--- src/rtl/lu_pkg.sv ---
package lu_pkg;
  localparam int REG_W = 5;

  typedef enum logic [2:0] {
    OPC_NOP    = 3'd0,
    OPC_ALU_RR = 3'd1,
    OPC_ALU_RI = 3'd2,
    OPC_LOAD   = 3'd3,
    OPC_STORE  = 3'd4
  } op_e;

  typedef struct packed {
    op_e              op;
    logic [REG_W-1:0] rs1;
    logic [REG_W-1:0] rs2;
    logic [REG_W-1:0] rd;
  } instr_t;

  localparam int INSTR_W = $bits(instr_t);

  function automatic logic reads_rs1(op_e op);
    return op inside {OPC_ALU_RR, OPC_ALU_RI, OPC_LOAD, OPC_STORE};
  endfunction

  function automatic logic reads_rs2(op_e op);
    return op inside {OPC_ALU_RR, OPC_STORE};
  endfunction
endpackage

--- src/rtl/lu_detect.sv ---
module lu_detect
  import lu_pkg::*;
(
  input  instr_t dec_i,
  input  instr_t ex_i,
  output logic   stall_o
);
  logic ex_is_load, hit1, hit2;

  assign ex_is_load = (ex_i.op == OPC_LOAD) && (ex_i.rd != '0);
  // store data (rs1) can still be forwarded into the memory stage
  assign hit1 = reads_rs1(dec_i.op) && (dec_i.op != OPC_STORE) && (dec_i.rs1 == ex_i.rd);
  assign hit2 = reads_rs2(dec_i.op) && (dec_i.rs2 == ex_i.rd);
  assign stall_o = ex_is_load && (hit1 || hit2);
endmodule

--- src/rtl/lu_stage.sv ---
module lu_stage #(
  parameter int W = 8
) (
  input  logic         clk_i,
  input  logic         rst_ni,
  input  logic         hold_i,
  input  logic         clear_i,
  input  logic [W-1:0] d_i,
  output logic [W-1:0] q_o
);
  always_ff @(posedge clk_i or negedge rst_ni) begin
    if (!rst_ni)      q_o <= '0;
    else if (clear_i) q_o <= '0;
    else if (!hold_i) q_o <= d_i;
  end
endmodule

--- src/rtl/lu_pc.sv ---
module lu_pc #(
  parameter int PC_W = 8
) (
  input  logic            clk_i,
  input  logic            rst_ni,
  input  logic            hold_i,
  output logic [PC_W-1:0] pc_o
);
  always_ff @(posedge clk_i or negedge rst_ni) begin
    if (!rst_ni)      pc_o <= '0;
    else if (!hold_i) pc_o <= pc_o + 1'b1;
  end
endmodule

--- src/rtl/load_use_stall.sv ---
module load_use_stall
  import lu_pkg::*;
#(
  parameter int PC_W = 8
) (
  input  logic             clk_i,
  input  logic             rst_ni,
  input  logic [2:0]       fetch_op_i,
  input  logic [REG_W-1:0] fetch_rs1_i,
  input  logic [REG_W-1:0] fetch_rs2_i,
  input  logic [REG_W-1:0] fetch_rd_i,
  output logic [PC_W-1:0]  pc_o,
  output logic             stall_o,
  output logic             pc_hold_o,
  output logic             dec_hold_o,
  output logic             bubble_o,
  output logic [2:0]       ex_op_o,
  output logic [REG_W-1:0] ex_rd_o,
  output logic [2:0]       mem_op_o,
  output logic [REG_W-1:0] mem_rd_o
);
  instr_t fetch_w, dec_q, ex_q, mem_q;
  logic   stall_w;

  assign fetch_w = '{op: op_e'(fetch_op_i), rs1: fetch_rs1_i,
                     rs2: fetch_rs2_i, rd: fetch_rd_i};

  lu_detect u_detect (
    .dec_i  (dec_q),
    .ex_i   (ex_q),
    .stall_o(stall_w)
  );

  lu_pc #(.PC_W(PC_W)) u_pc (
    .clk_i (clk_i),
    .rst_ni(rst_ni),
    .hold_i(stall_w),
    .pc_o  (pc_o)
  );

  lu_stage #(.W(INSTR_W)) u_dec (
    .clk_i  (clk_i),
    .rst_ni (rst_ni),
    .hold_i (stall_w),
    .clear_i(1'b0),
    .d_i    (fetch_w),
    .q_o    (dec_q)
  );

  lu_stage #(.W(INSTR_W)) u_ex (
    .clk_i  (clk_i),
    .rst_ni (rst_ni),
    .hold_i (1'b0),
    .clear_i(stall_w),
    .d_i    (dec_q),
    .q_o    (ex_q)
  );

  lu_stage #(.W(INSTR_W)) u_mem (
    .clk_i  (clk_i),
    .rst_ni (rst_ni),
    .hold_i (1'b0),
    .clear_i(1'b0),
    .d_i    (ex_q),
    .q_o    (mem_q)
  );

  assign stall_o    = stall_w;
  assign pc_hold_o  = stall_w;
  assign dec_hold_o = stall_w;
  assign bubble_o   = stall_w;
  assign ex_op_o    = ex_q.op;
  assign ex_rd_o    = ex_q.rd;
  assign mem_op_o   = mem_q.op;
  assign mem_rd_o   = mem_q.rd;
endmodule

--- config.mk ---
export PLATFORM = sky130hd
export DESIGN_NAME = load_use_stall
export DESIGN_NICKNAME = d
export VERILOG_FILES = /design/src/rtl/lu_pkg.sv /design/src/rtl/lu_detect.sv /design/src/rtl/lu_stage.sv /design/src/rtl/lu_pc.sv /design/src/rtl/load_use_stall.sv
export SDC_FILE = /design/constraint.sdc
export NUM_CORES = 1
export LEC_CHECK = 0
export ABC_AREA = 1
export ABC_CLOCK_PERIOD_IN_PS = 2220
export BUFFER_PORTS_ARGS = -buffer_cell sky130_fd_sc_hd__buf_4
export CAP_MARGIN = 30
export CORE_MARGIN = 2
export CORE_UTILIZATION = 58
export CTS_BUF_LIST = sky130_fd_sc_hd__clkbuf_4 sky130_fd_sc_hd__clkbuf_8
export CTS_CLUSTER_SIZE = 24
export DETAILED_ROUTE_END_ITERATION = 7
export PLACE_DENSITY = 0.89
export SLEW_MARGIN = 10
export SYNTH_ARGS = -nofsm -noshare
export SYNTH_HDL_FRONTEND = slang
export SYNTH_SLANG_ARGS = --single-unit
--- constraint.sdc ---
create_clock -name clk_i -period 2.22 [get_ports clk_i]
set_input_delay 0.444 -clock clk_i [delete_from_list [all_inputs] [get_ports clk_i]]
set_output_delay 0.444 -clock clk_i [all_outputs]
set_load 0.01 [all_outputs]
==> metrics.cfg <==
[outcome]
status=complete, no violations

[grt]
grt_use_total=0.233
grt_antenna_before_repair=0
grt_pass1_wl_microns=6140
grt_overflow=0
grt_max_degree=43
grt_pass1_vias=1365

[critical_path]
setup.worst_path.end_class=output pin
reg2reg_to=u_pc.pc_o[0]
crit_required_ns=1.78
r2r_start=u_ex.q_o[4]
crit_type=flop to output pin
start_kind=flop
arrival_ns=1.66
r2r_cells=8
crit_path_max_fanout=12
r2r_setup_slack_ns=0.63

[floorplanning]
dieHeight_microns=60.5
core-area_sq_um=3050
rows=20
io_pins=48
start_util=0.607
dieArea_sq_um=3670
die_x_microns=60.5

[drt]
ant_nets=0
via_count=1511
wire_per_inst_microns=12.3
drtIter0Drc=66
wl_microns=3770
drtPass1Iterations=4
drc=0
vias_per_cell=4.94

[hold_path]
hold_path.class=input port to async pin

[yosys]
ys_warn_count=0
syn-cell-area_sq_um=1850
ys_types=17
avgSynthCellArea_sq_um=8.79
synth_nets=232
seq_area_frac_synth=0.567
synthCells=211
ys_seq_elements=42

[cts]
cts.sinks=42
insertion_delay_ns=0.35
cts_buffers=5
cts_tree=yes
cts-htree-levels=2
clockBufferDepth=2
cts_root_buffer=clkbuf_4
path_clk_slew_ns=0.13

[timing]
slew_headroom=0.668
worst_slew_pin_slew_ns=0.498
fin_skew_ns=0.0128
timing.hold.ws_ns=0.0503
worst_slack_ns=0.116
min_period_over_period=0.948
hold_viol=0
final-max-slew-violation-count=0
period_needed_ns=2.10
setup_viol=0
max_freq_ghz=0.475

[power]
irDropWorstVdd_mv=0.498
powerDensity_nw_per_um2=811
leakage_nw=1.26

[placement]
gp_congestion=0.785
placed_area_sq_um=2210
place_hpwl_microns=2450
dpl.cell_count=296
dp_slack_ns=0.427
numPortBuffers=47

[layout]
syn_to_final_growth_pct=24.2
layout_common_cells=nand2_1 (73), buf_4 (52), dfrtp_1 (39)
fillers=232
drive_above_1_share=0.279
postLayoutCellArea_sq_um=2300
final_common_cell=nand2_1
fin_nets=282
diodes=0
stdcell_count=306
utilization=0.754

[job]
drv_cap=0

==> cell usage after synthesis, drive strengths merged <==
library cell | n | area share
ha | 1 | 0.0067
nand3 | 31 | 0.086
dfrtp | 42 | 0.57
nor2 | 16 | 0.034
o21ai | 2 | 0.0054
xnor2 | 5 | 0.024
xor2 | 5 | 0.024
nand4 | 4 | 0.013
buf | 9 | 0.038
nand2 | 75 | 0.16
inv | 21 | 0.043
==> registers in the layout (all words and copies together) (netlist names) <==
signal,flops
u_pc.pc_o,8
u_ex.q_o,8
u_dec.q_o,18
u_mem.q_o,8
==> what timing repair did <==
item	in CTS	in global routing
endpoints found under the setup margin	0	4
setup buffers	0	2
resized for setup	0	5
hold buffers	0	0
==> report_power, final <==
group,switching (W),internal (W),leakage (nW)
Sequential,0.000128,0.000867,0.489
Combinational,0.000235,0.000240,0.733
Clock,0.000245,0.000152,0.0343
Total,0.000608,0.00126,1.26
==> stage by stage <==
step,total power [W],TNS [ns]
final,0.00187,0
after CTS,0.00187,0
after floorplan,0.00125,0
after global placement,0.00145,0
after global routing,0.00200,-0.0390
after detailed placement,0.00148,0
==> how the worst max path moves through the flow <==
stage / from / end / slack (ns) / depth (start not counted)
after floorplan: u_ex.q_o[0] / dec_hold_o / 0.46 / 8
after global placement: u_ex.q_o[3] / bubble_o / 0.48 / 8
after detailed placement: u_ex.q_o[4] / dec_hold_o / 0.43 / 8
after CTS: u_ex.q_o[4] / dec_hold_o / 0.03 / 8
after global routing: u_ex.q_o[4] / dec_hold_o / -0.01 / 8
final: u_ex.q_o[4] / dec_hold_o / 0.12 / 8
==> final cells by class <==
| class | count | area (sq um) | area share |
|---|---|---|---|
| clock buffer | 6 | 51.3 | 0.0223 |
| clock inverter | 2 | 12.5 | 0.00543 |
| inverter | 21 | 83.8 | 0.0364 |
| multi-input combinational | 139 | 654 | 0.284 |
| sequential | 42 | 1050 | 0.458 |
| tap | 44 | 55.1 | 0.0239 |
| timing repair buffer | 52 | 390 | 0.170 |
==> kinds of logic after synthesis <==
group / Yosys count / share of synthesized area
AO/OA/AOI/OAI: 2 / 0.00540
adder cells (fa/ha/maj): 1 / 0.00675
XOR/XNOR: 10 / 0.0472
AND/OR/NAND/NOR: 126 / 0.294
flip-flops: 42 / 0.567
buffers and inverters: 30 / 0.0803
==> per-layer routing <==
layer | wire length, microns | GRT usage | part of all wire | vias to the layer above
met2 | 1960 | 0.366 | 0.52 | 51
li1 | - | - | - | 753
met1 | 1580 | 0.308 | 0.42 | 703
met3 | 189 | 0.0661 | 0.050 | 4
met4 | 40 | 0.0932 | 0.011 | 0
met5 | 0 | 0 | 0 | -
==> worst max-delay path, stage by stage, from the launching register on <==
cell,delay [ns]
dfrtp_2,0.47
xnor2_1,0.18
nand2_1,0.08
nor2_1,0.13
nand2_1,0.11
nand2_4,0.08
nand2_4,0.06
inv_6,0.09
buf_4,0.13
No activity file was read; power rests on OpenSTA's default activity.
